[config.mk]
export PLATFORM = sky130hd
export DESIGN_NAME = pgm_seq
export DESIGN_NICKNAME = d
export VERILOG_FILES = /design/src/rtl/pgm_seq_pkg.sv /design/src/rtl/pgm_seq_cells.sv /design/src/rtl/pgm_seq_step.sv /design/src/rtl/pgm_seq_ctrl.sv /design/src/rtl/pgm_seq.sv
export SDC_FILE = /design/constraint.sdc
export NUM_CORES = 1
export LEC_CHECK = 0
export ABC_AREA = 1
export ABC_CLOCK_PERIOD_IN_PS = 1300
export BUFFER_PORTS_ARGS = -buffer_cell sky130_fd_sc_hd__buf_2
export CAP_MARGIN = 10
export CORE_AREA = 5 5 87 89
export DETAILED_ROUTE_END_ITERATION = 12
export DIE_AREA = 0 0 92 94
export SETUP_SLACK_MARGIN = 0.02
export SLEW_MARGIN = 10
export SYNTH_ARGS = -nofsm -noshare
export SYNTH_HDL_FRONTEND = slang
export SYNTH_SLANG_ARGS = --single-unit
[constraint.sdc]
create_clock -name clk -period 1.3 [get_ports clk]
set_input_delay 0.13 -clock clk [delete_from_list [all_inputs] [get_ports clk]]
set_output_delay 0.13 -clock clk [all_outputs]
set_load 0.02 [all_outputs]
[src/rtl/pgm_seq_pkg.sv]
package pgm_seq_pkg;
    typedef enum logic [2:0] {
        ST_IDLE,
        ST_PULSE,
        ST_GAP,
        ST_PRE,
        ST_FIN,
        ST_EVAL
    } seq_state_t;

    typedef logic [1:0] lvl_t;

    localparam lvl_t LVL_TOP = 2'd3;
endpackage

[src/rtl/pgm_seq_cells.sv]
module pgm_seq_cells
    import pgm_seq_pkg::*;
#(
    parameter int NCELL = 8
) (
    input  logic               clk,
    input  logic               rst_n,
    input  logic               clr,
    input  logic [2*NCELL-1:0] tgt_in,
    input  logic               vfy_on,
    input  logic               pre_on,
    input  lvl_t               lvl,
    input  logic [NCELL-1:0]   pass,
    output logic [NCELL-1:0]   inhibit,
    output logic [NCELL-1:0]   bias_mask,
    output logic               all_inh,
    output logic               none_tgt
);
    logic [NCELL-1:0] bias_q;

    for (genvar i = 0; i < NCELL; i++) begin : g_cell
        lvl_t tgt_q;
        always_ff @(posedge clk or negedge rst_n) begin
            if (!rst_n) begin
                tgt_q      <= '0;
                inhibit[i] <= 1'b0;
                bias_q[i]  <= 1'b0;
            end else if (clr) begin
                tgt_q      <= tgt_in[2*i +: 2];
                inhibit[i] <= (tgt_in[2*i +: 2] == 2'd0);
                bias_q[i]  <= 1'b0;
            end else if (vfy_on && pass[i] && tgt_q == lvl) begin
                if (pre_on) bias_q[i]  <= 1'b1;
                else        inhibit[i] <= 1'b1;
            end
        end
    end

    assign bias_mask = bias_q & ~inhibit;
    assign all_inh   = &inhibit;
    assign none_tgt  = ~|tgt_in;
endmodule

[src/rtl/pgm_seq_step.sv]
module pgm_seq_step #(
    parameter int STEP_MAX = 20,
    parameter int STEP_W   = 5,
    parameter int CNT_W    = 5
) (
    input  logic              clk,
    input  logic              rst_n,
    input  logic              clr,
    input  logic              inc,
    input  logic              pulse_on,
    output logic [STEP_W-1:0] step_code,
    output logic [CNT_W-1:0]  pulse_cnt,
    output logic              at_max
);
    always_ff @(posedge clk or negedge rst_n) begin
        if (!rst_n) begin
            step_code <= '0;
            pulse_cnt <= '0;
        end else if (clr) begin
            step_code <= '0;
            pulse_cnt <= '0;
        end else begin
            if (inc)      step_code <= step_code + 1'b1;
            if (pulse_on) pulse_cnt <= pulse_cnt + 1'b1;
        end
    end

    assign at_max = (step_code == STEP_W'(STEP_MAX));
endmodule

[src/rtl/pgm_seq_ctrl.sv]
module pgm_seq_ctrl
    import pgm_seq_pkg::*;
(
    input  logic clk,
    input  logic rst_n,
    input  logic start,
    input  logic dv_mode,
    input  logic none_tgt,
    input  logic all_inh,
    input  logic at_max,
    output logic clr,
    output logic step_inc,
    output logic pulse_on,
    output logic vfy_on,
    output logic pre_on,
    output lvl_t lvl,
    output logic busy,
    output logic done,
    output logic fail
);
    seq_state_t st, st_nx;
    logic       dv_q;
    lvl_t       lvl_q;
    logic       accept;

    assign accept = start && (st == ST_IDLE);

    always_comb begin
        st_nx = st;
        unique case (st)
            ST_IDLE:  if (accept && !none_tgt) st_nx = ST_PULSE;
            ST_PULSE: st_nx = ST_GAP;
            ST_GAP:   st_nx = dv_q ? ST_PRE : ST_FIN;
            ST_PRE:   st_nx = ST_FIN;
            ST_FIN:   begin
                if (lvl_q == LVL_TOP) st_nx = ST_EVAL;
                else                  st_nx = dv_q ? ST_PRE : ST_FIN;
            end
            ST_EVAL:  st_nx = (all_inh || at_max) ? ST_IDLE : ST_PULSE;
            default:  st_nx = ST_IDLE;
        endcase
    end

    always_ff @(posedge clk or negedge rst_n) begin
        if (!rst_n) st <= ST_IDLE;
        else        st <= st_nx;
    end

    always_ff @(posedge clk or negedge rst_n) begin
        if (!rst_n) begin
            dv_q  <= 1'b0;
            lvl_q <= 2'd1;
            done  <= 1'b0;
            fail  <= 1'b0;
        end else begin
            if (accept) begin
                dv_q <= dv_mode;
                done <= none_tgt;
                fail <= 1'b0;
            end
            if (st == ST_GAP)
                lvl_q <= 2'd1;
            else if (st == ST_FIN && lvl_q != LVL_TOP)
                lvl_q <= lvl_q + 2'd1;
            if (st == ST_EVAL) begin
                if (all_inh)     done <= 1'b1;
                else if (at_max) fail <= 1'b1;
            end
        end
    end

    always_comb begin
        clr      = accept;
        pulse_on = (st == ST_PULSE);
        pre_on   = (st == ST_PRE);
        vfy_on   = (st == ST_PRE) || (st == ST_FIN);
        lvl      = vfy_on ? lvl_q : 2'd0;
        step_inc = (st == ST_EVAL) && !all_inh && !at_max;
        busy     = (st != ST_IDLE);
    end
endmodule

[src/rtl/pgm_seq.sv]
module pgm_seq
    import pgm_seq_pkg::*;
#(
    parameter  int NCELL    = 8,
    parameter  int STEP_MAX = 20,
    localparam int STEP_W   = $clog2(STEP_MAX + 1),
    localparam int CNT_W    = $clog2(STEP_MAX + 2)
) (
    input  logic               clk,
    input  logic               rst_n,
    input  logic               start,
    input  logic               dv_mode,
    input  logic [2*NCELL-1:0] tgt,
    input  logic [NCELL-1:0]   vfy_pass,
    output logic               pgm_pump_en,
    output logic               inh_pump_en,
    output logic               vfy_pump_en,
    output logic               pre_vfy,
    output logic [1:0]         vfy_lvl,
    output logic [STEP_W-1:0]  step_code,
    output logic [NCELL-1:0]   inhibit,
    output logic [NCELL-1:0]   bias_mask,
    output logic               busy,
    output logic               done,
    output logic               fail,
    output logic [CNT_W-1:0]   pulse_cnt
);
    logic clr, step_inc, pulse_on, all_inh, none_tgt, at_max;

    pgm_seq_ctrl u_ctrl (
        .clk      (clk),
        .rst_n    (rst_n),
        .start    (start),
        .dv_mode  (dv_mode),
        .none_tgt (none_tgt),
        .all_inh  (all_inh),
        .at_max   (at_max),
        .clr      (clr),
        .step_inc (step_inc),
        .pulse_on (pulse_on),
        .vfy_on   (vfy_pump_en),
        .pre_on   (pre_vfy),
        .lvl      (vfy_lvl),
        .busy     (busy),
        .done     (done),
        .fail     (fail)
    );

    pgm_seq_cells #(.NCELL(NCELL)) u_cells (
        .clk       (clk),
        .rst_n     (rst_n),
        .clr       (clr),
        .tgt_in    (tgt),
        .vfy_on    (vfy_pump_en),
        .pre_on    (pre_vfy),
        .lvl       (vfy_lvl),
        .pass      (vfy_pass),
        .inhibit   (inhibit),
        .bias_mask (bias_mask),
        .all_inh   (all_inh),
        .none_tgt  (none_tgt)
    );

    pgm_seq_step #(.STEP_MAX(STEP_MAX), .STEP_W(STEP_W), .CNT_W(CNT_W)) u_step (
        .clk       (clk),
        .rst_n     (rst_n),
        .clr       (clr),
        .inc       (step_inc),
        .pulse_on  (pulse_on),
        .step_code (step_code),
        .pulse_cnt (pulse_cnt),
        .at_max    (at_max)
    );

    assign pgm_pump_en = pulse_on;
    assign inh_pump_en = pulse_on;
endmodule

=== Yosys cells after proc, flatten, opt, wreduce, memory -nomap -nowiden ===
Index checks and enable logic that the tools add are counted.

* Register bits: 50
* Output and inout bits: 35
* Word-level logic and storage cells: 173

* Add/sub/neg operators: 3
* Equality and inequality tests: 18
* Multiplexer cells: 53
* Bitwise gates (word level): 2
* Reductions and logical operators: 66

{| class="wikitable"
|+ Operators by type and width
! kind !! number
|-
| 2-to-1 mux 1 bit || 42
|-
| AND reduction 2 bit || 16
|-
| nonzero test 2 bit || 12
|-
| logical AND 1 bit || 21
|-
| 2-to-1 mux 5 bit || 4
|-
| case mux 3 bit (6 select lines) || 1
|-
| == test 2 bit || 8
|-
| logical NOT 2 bit || 8
|-
| OR reduction 16 bit || 1
|-
| adder 5 x 1 -> 5 bit, second input constant || 2
|-
| 2-to-1 mux 3 bit || 3
|-
| bitwise AND 8 bit || 1
|-
| NOT 8 bit || 1
|-
| AND reduction 8 bit || 1
|-
| == test 3 x 2 -> 1 bit, second input constant || 2
|-
| == test 3 bit, second input constant || 2
|-
| 2-to-1 mux 2 bit || 3
|-
| == test 5 bit, second input constant || 1
|-
| inequality test 2 bit, second input constant || 2
|-
| == test 3 x 1 -> 1 bit, second input constant || 1
|-
| logical NOT 1 bit || 3
|-
| logical NOT 3 bit || 1
|-
| nonzero test 3 bit || 1
|-
| adder 2 x 1 -> 2 bit, second input constant || 1
|-
| other kinds (3) || 4
|}

=== Depth between registers and ports, before layout ===
Gate-level depths: netlist (run 1).

* Depth in word-level cells: 7
* Depth in mapped cells: 9
* Depth with buffers taken out: 9

=== Cells and area by module ===
A second synthesis (run 1) with hierarchy kept.

* Cell total of the unflattened synthesis: 357
* Area total of the unflattened synthesis: 2652.5 um^2

{| class="wikitable"
|+ By module, submodules not included
! module !! times used !! cells an instance !! area each (um^2) !! sequential area each (um^2)
|-
| pgm_seq_cells || 1 || 227 || 1656.6 || 800.8
|-
| pgm_seq_step || 1 || 63 || 499.2 || 250.2
|-
| pgm_seq_ctrl || 1 || 66 || 489.2 || 201.4
|-
| pgm_seq || 1 || 1 || 7.5 || 0.0
|}

=== Worst setup path after synthesis (run 1) ===
OpenSTA, ideal clock, no wires.

* Path kind: register -> register
* Start point: register u_ctrl.st[0]
* End point: register u_cells.inhibit[7]
* Setup time: 0.117 ns
* Arrival time: 1.320 ns
* Required time: 1.183 ns
* Path slack: -0.137 ns
* Cell stages (with the launch flop): 10
* Path buffers: 1
* Period minus slack after synthesis: 1.437 ns
* Cell sequence: dfrtp_1 nor2_1 nand2_1 inv_2 nand2_4 buf_2 nand2_1 nand2_1 nand2_1 nand2_1

* Word-level cells in the longest chain between the ends: 7

{| class="wikitable"
|+ Ends and longest elaborated chain
! item !! RTL line !! text
|-
| start: declaration || pgm_seq_ctrl.sv:21 || <nowiki>seq_state_t st, st_nx;</nowiki>
|-
| start signal: assignment || pgm_seq_ctrl.sv:46 || <nowiki>else st <= st_nx;</nowiki>
|-
| == test 3 x 2 -> 1 bit or == test 3 bit (tied branches) || pgm_seq_ctrl.sv:75, pgm_seq_ctrl.sv:76 ||
|-
| logical OR 1 bit || pgm_seq_ctrl.sv:76 || <nowiki>vfy_on = (st == ST_PRE) || (st == ST_FIN);</nowiki>
|-
| 2-to-1 mux 2 bit || pgm_seq_ctrl.sv:77 || <nowiki>lvl = vfy_on ? lvl_q : 2'd0;</nowiki>
|-
| == test 2 bit || pgm_seq_cells.sv:32 || <nowiki>end else if (vfy_on && pass[i] && tgt_q == lvl) begin</nowiki>
|-
| logical AND 1 bit || pgm_seq_cells.sv:32 ||
|-
| nonzero test 2 bit (no line) || n/a ||
|-
| AND reduction 2 bit (no line) || n/a ||
|-
| end signal: indexed assignment || pgm_seq_cells.sv:30 || <nowiki>inhibit[i] <= (tgt_in[2*i +: 2] == 2'd0);</nowiki>
|-
| end: declaration || pgm_seq_cells.sv:14 || <nowiki>output logic [NCELL-1:0] inhibit,</nowiki>
|}

Parallel ways exist; a longest one is shown, timed or not.
A chain may end at the register's enable or synchronous reset.

=== Final worst setup path (run 1) ===
* Start point: register u_ctrl.st[0]
* End point: output vfy_pump_en

* Word-level cells in the longest chain between the ends: 2

{| class="wikitable"
|+ Ends and longest elaborated chain
! item !! RTL line !! text
|-
| == test 3 x 2 -> 1 bit or == test 3 bit (tied branches) || pgm_seq_ctrl.sv:76 ||
|-
| logical OR 1 bit * || pgm_seq_ctrl.sv:76 ||
|-
| end: declaration || pgm_seq.sv:17 || <nowiki>output logic vfy_pump_en,</nowiki>
|}

Mark *: on every way between the ends. The rest lies on a longest branch, timed or not.

==> results.yml, run 1 <==
placed_design:
  gp_congestion: 0.811
  placed_area_sq_um: 3290
  io_buffers: 62
  hpwl_um: 5390
die:
  fp.dieH_um: 94
  core_area_sq_um: 6680
  dieArea_sq_um: 8650
  io_pins: 63
  rows: 30
  chipWidth_um: 92
  start_util_pct: 39.3
timing:
  period_minus_slack_ns: 1.55
  finalSetupViolations: 57
  clock.fmax_mhz: 644
  slew_headroom_pct: 79.9
  timing.final.hold_violations: 0
  timing.final.crit_share_pct: 119
  rsz0062_at_grt: "true"
  worstMarginPinSlew_ns: 0.302
  slew_viol_final: 0
  fin_ws_ns: -0.253
  fin_tns_setup_ns: -8.33
  skew_ns: 0.00583
final_layout:
  n_fill_cell: 616
  post-route-util_pct: 59.2
  syn_to_final_growth_pct: 50.8
  fin_area_sq_um: 3960
  num-nets-final: 481
  multi_input_comb_area_sq_um: 1350
  num_antenna_cells: 0
  drive_above_1_share_pct: 41.1
  regArea_sq_um: 1260
yosys:
  netlist_top_cells_area: "dfrtp_1, nand2_1, nor2_1"
  syn_nets: 365
  synth_top_cell_by_area: "dfrtp_1"
  syn_area_sq_um: 2620
  synth_cell_types: 30
  ys.warnings.count: 0
  synth_seq_cells: 50
  ys_seq_area_share_pct: 47.7
  yosysTopAreaCellShare_pct: 46.7
  syn_inst: 333
  synth.avg_cell_area_sq_um: 7.88
run_status:
  outcome: "finished with violations"
  violations: "setup timing"
setup_path:
  cp.required_ns: 1.17
  path_max_fanout: 3
  cp.arrival_ns: 1.42
  start_kind: "flip-flop"
  crit_type: "reg -> out"
  end_kind: "output pin"
clock_network:
  numCtsBuffers: 5
  clockRootBuffer: "clkbuf_8"
  cts.sinks: 50
  clk_path_buf_depth: 2
  clock_latency_ns: 0.31
  cts_tree: "yes"
  clkTransAtPathRegs_ns: 0.09
  htree_num_levels: 2
pwr:
  p_leak_nw: 1.99
  power_density_nw_per_um2: 2360
  peakVddDrop_mv: 1.03
global_routing:
  grt_first_pass_wirelength_um: 12700
  grt_max_degree: 30
  grt_usage_pct: 18.5
  grt_overflow: 0
  antenna_found_initial: 0
  grt_pass1_vias: 2664
detailed_routing:
  wirelength_um: 8180
  via_per_inst: 5.11
  drtIter0Drc: 140
  wl_per_cell_um: 15.4
  firstDrtPassIters: 6
  ant_nets: 0
  routed-via-count: 2710
  post-route-drc-count: 0
job:
  cap_viol_max_count: 0
worst_hold_path:
  hp-class: "in -> reg"
==> final cells by class <==
class	count	share of cell area (%)
well taps	80	2.53
clock inverters	1	0.126
inverters	41	4.46
repair buffers	120	24.4
repair inverters	1	0.221
multi-input cells	230	34.2
flip-flops and latches	50	31.9
clock buffers	7	2.18
==> timing repair <==
action	in CTS	in global routing
hold endpoints to repair	9	0
endpoints found under the setup margin	48	64
pin swaps	11	14
hold buffers	1	0
cloned	1	3
setup buffers	13	3
gates resized for setup	58	51
==> routing by layer <==
layer / track usage, % / vias up / routed length (um)
met5: 0 / - / 0
met4: 5.82 / 0 / 122
met3: 3.29 / 11 / 431
met2: 33.0 / 91 / 4180
met1: 22.7 / 1290 / 3450
li1: - / 1318 / -
==> critical path: stages (launching register included) <==
cell and delay (ns):
dfrtp_2 0.47, buf_6 0.14, nand2_4 0.06, nand2_4 0.07
nand2_4 0.10, inv_8 0.05, buf_6 0.10, buf_6 0.12
==> Yosys cell counts (all sizes together) <==
cell,instances
nand2,73
xnor2,2
a21oi,21
o22ai,1
ha,4
a211oi,1
nand4,12
buf,12
clkinv,1
a21boi,7
and3,1
nand3,28
o211ai,1
xor2,9
dfrtp,49
nor2,40
dfstp,1
o21ai,24
o31ai,2
nor3,3
or2,1
inv,40
==> flip-flops by register name (all words and copies together) (netlist names) <==
signal and cells:
u_cells.bias_q 8, u_cells.g_cell.tgt_q 16, u_cells.inhibit 8, u_ctrl.done 1, u_ctrl.dv_q 1, u_ctrl.fail 1
u_ctrl.lvl_q 2, u_ctrl.st 3, u_step.pulse_cnt 5, u_step.step_code 5
==> logic make-up (layout without fill, tap and decap cells) <==
| kind of cell | count (synthesis) | after routing | synth area share (%) |
|---|---|---|---|
| simple gates | 158 | 158 | 25.9 |
| fa+ha+maj | 4 | 4 | 1.91 |
| compound gates | 57 | 57 | 12.0 |
| xor+xnor | 11 | 11 | 3.67 |
| flops | 50 | 50 | 47.7 |
| buf+inv | 53 | 170 | 8.82 |
==> power by group <==
group / switching (W) / internal, W
clock: 0.000539 / 0.000431
sequential: 0.000484 / 0.00216
combinational: 0.00310 / 0.00264
==> path summary, 6_finish.rpt <==
path	depth (start not counted)	slack, ns	startpoint	endpoint
max in group asynchronous	3	0.56	rst_n	u_cells.g_cell[2].tgt_q[0]
min in group asynchronous	2	0.23	rst_n	u_ctrl.lvl_q[1]
setup / recovery	7	-0.25	u_ctrl.st[0]	vfy_pump_en
hold / removal	3	0.02	tgt[12]	u_cells.g_cell[6].tgt_q[0]
setup reg to reg	9	-0.22	u_ctrl.st[0]	u_step.step_code[4]
hold reg to reg	2	0.51	u_cells.g_cell[5].tgt_q[0]	u_cells.g_cell[5].tgt_q[0]
==> stage by stage <==
stage	power, W	hold WS, ns	worst slack (ns)	instances
after floorplan	0.00508	-0.166	-0.0144	333
after global placement	0.00659	0.0320	-0.125	501
after detailed placement	0.00666	0.0362	-0.144	501
after CTS	0.00852	0.0193	-0.224	524
after global routing	0.0100	0.0394	-0.301	530
final	0.00936	0.0232	-0.253	530
==> placed cells by master, fill, tap and decap left out, drive strengths merged <==
master,instances
nand3,28
inv,41
nand4,12
nand2,73
o21ai,24
nor3,3
a21boi,7
dfrtp,49
a21oi,21
or2,1
and3,1
clkinv,2
o31ai,2
xor2,9
xnor2,2
dlygate4sd3,1
buf,117
a211oi,1
ha,4
o22ai,1
clkbuf,9
dfstp,1
o211ai,1
nor2,40
No activity file was read; power rests on OpenSTA's default activity.
==> run 2: changes to the inputs <==
--- a/config.mk
+++ b/config.mk
@@ -9,9 +9,10 @@
 export ABC_CLOCK_PERIOD_IN_PS = 1300
 export BUFFER_PORTS_ARGS = -buffer_cell sky130_fd_sc_hd__buf_2
 export CAP_MARGIN = 10
-export CORE_AREA = 5 5 87 89
+export CORE_AREA = 5 5 80 82
 export DETAILED_ROUTE_END_ITERATION = 12
-export DIE_AREA = 0 0 92 94
+export DIE_AREA = 0 0 85 87
+export PLACE_DENSITY = 0.75
 export SETUP_SLACK_MARGIN = 0.02
 export SLEW_MARGIN = 10
 export SYNTH_ARGS = -nofsm -noshare
==> run 2 against run 1 <==
The run still ends with setup timing left; hold slack improved by 0.020 ns; maximum frequency fell by 1.1%; non-clock buffer count rose by 8; first-iteration DRC count rose by 49%; die area fell by 14%; combinational power rose by 12%; power rose by 9.4%; global-route usage rose by 2.6 points; core utilization rose by 17 points; clock-buffer cell count rose by 1; largest power group unchanged.
==> results.yml, run 2 (synthesis results as in run 1) <==
final_layout:
  layout_common_cells: "buf_2, dfrtp_1, nand2_1, buf_4, buf_6"
  num_antenna_cells: 0
  drive_above_1_share_pct: 53.4
  num-nets-final: 488
  syn_to_final_growth_pct: 64.2
  final_common_cell: "buf_2"
  largest_register: "u_cells.g_cell.tgt_q"
  largest_reg_flops: 16
  largestRegisters: "u_cells.g_cell.tgt_q x16, u_cells.bias_q x8, u_cells.inhibit x8"
pwr:
  power_density_nw_per_um2: 2380
  p_clk_share_pct: 10.6
  p_sw_w: 0.00464
  design_power_total_w: 0.0102
  peakVddDrop_mv: 1.46
  pwr-share-comb_pct: 63.0
  pwr-share-seq_pct: 26.4
  power.internal_w: 0.00560
  swShare_pct: 45.3
  p_leak_nw: 2.07
setup_path:
  max_stage_delay_ns: 0.44
  path_max_fanout: 6
  end_kind: "flip-flop"
  cp_slowest_cell: "dfrtp_2"
  cp.required_ns: 1.49
  crit_chain: "buf_4, nor2_4, nand2_2, inv_4, nand2_8, inv_8, buf_12, buf_8, o21ai_2, o21ai_1"
  crit_type: "reg -> reg"
  start_kind: "flip-flop"
  cp.arrival_ns: 1.76
detailed_routing:
  wl_per_cell_um: 18.0
  wirelength_um: 9560
  routed-via-count: 2955
  drtIter0Drc: 209
  firstDrtPassIters: 5
  via_per_inst: 5.55
  post-route-drc-count: 0
  ant_nets: 0
clock_network:
  clock_latency_ns: 0.30
  numCtsBuffers: 5
  cts.sinks: 50
  clockRootBuffer: "clkbuf_8"
  clkTransAtPathRegs_ns: 0.10
  htree_num_levels: 2
  clk_path_buf_depth: 2
  cts_tree: "yes"
timing:
  rsz0062_at_grt: "true"
  worstMarginPinSlew_ns: 0.446
  slew_viol_final: 0
  timing.final.hold_violations: 0
  clock.fmax_mhz: 637
  finalSetupViolations: 57
  fin_ws_ns: -0.270
  timing.final.crit_share_pct: 121
  skew_ns: 0.00753
  period_minus_slack_ns: 1.57
  worst_hold_slack_ns: 0.0436
  slew_headroom_pct: 70.3
run_status:
  outcome: "finished with violations"
  violations: "setup timing"
job:
  cap_viol_max_count: 0
global_routing:
  grt_max_degree: 25
  grt_pass1_vias: 2630
  antenna_found_initial: 0
  grt_first_pass_wirelength_um: 12500
  grt_usage_pct: 21.1
  grt_overflow: 0
placed_design:
  io_buffers: 62
  hpwl_um: 5290
  gp_congestion: 0.911
die:
  rows: 28
  io_pins: 63
  chipWidth_um: 85
  start_util_pct: 46.2
  fp.dieH_um: 87
  core_area_sq_um: 5680
  dieArea_sq_um: 7400
worst_hold_path:
  hp-class: "in -> reg"
[run 2: changes by cell type in the layout (fill, tap and decap cells not counted), moves of 5 or more]
cell / change
nand2_1: -21
nand2_2: +15
o21ai_2: +10
nand3_1: -9
a21oi_1: -8
a21oi_2: +7
nand3_2: +7
o21ai_1: -7
buf_6: +6
nand2_4: +5
[run 2: power groups by stage]
stage | Sequential (W) | Combinational (W) | Clock [W]
finish | 0.00270 | 0.00645 | 0.00108
global placement | 0.00256 | 0.00406 | 0
detailed placement | 0.00257 | 0.00416 | 0
CTS | 0.00256 | 0.00501 | 0.00107
global route | 0.00275 | 0.00684 | 0.00116
floorplan | 0.00283 | 0.00225 | 0
[run 2: path summary, 6_finish.rpt]
| kind | startpoint | endpoint | slack, ns | depth (start not counted) |
|---|---|---|---|---|
| max | u_ctrl.st[1] | u_ctrl.done | -0.27 | 10 |
| min | dv_mode | u_ctrl.dv_q | 0.04 | 3 |
| max reg2reg | u_ctrl.st[1] | u_ctrl.done | -0.27 | 10 |
| min reg2reg | u_cells.g_cell[6].tgt_q[0] | u_cells.g_cell[6].tgt_q[0] | 0.52 | 2 |
| max in group asynchronous | rst_n | u_ctrl.st[1] | 0.46 | 3 |
| min in group asynchronous | rst_n | u_cells.inhibit[3] | 0.29 | 2 |
[run 2: routing by layer]
layer	up-vias	wire [um]	global-route usage, %
met5	-	0	0
met4	0	295	6.19
met3	29	719	4.26
met2	164	4880	36.2
met1	1435	3660	27.1
li1	1327	-	-
[run 2: through the flow]
stage	utilization [%]	area, sq um	setup slack, ns	cells	TNS (ns)
4_1_cts	66.0	3740	-0.208	523	-7.43
3_3_place_gp	58.4	3320	-0.0276	499	-0.108
5_1_grt	75.9	4310	-0.301	532	-12.18
6_report	75.9	4310	-0.270	532	-10.34
2_1_floorplan	-	2650	-0.0144	333	-0.0512
3_5_place_dp	58.4	3320	-0.110	499	-1.04
[run 2: critical path, delay by kind of cell (launching register included)]
kind	cells	cell delay, ns
buffers and inverters	5	0.52
DFF	1	0.44
and+or+nand+nor	3	0.27
AOI/OAI and AO/OA	2	0.24
[run 2: layout make-up]
type	count	area [sq um]
well taps	75	93.8
fillers	374	1370
multi-input cells	230	1600
flip-flops and latches	50	1260
clock buffers	8	110
inverters	41	180
repair buffers	128	1060
[run 2: what timing repair did]
action | CTS | global route
cloned | 2 | 2
gates resized for setup | 41 | 142
pin swaps | 6 | 25
hold buffers | 1 | 0
buffers inserted | 13 | 9
hold endpoints to repair | 13 | 0
setup endpoints to repair | 43 | 63
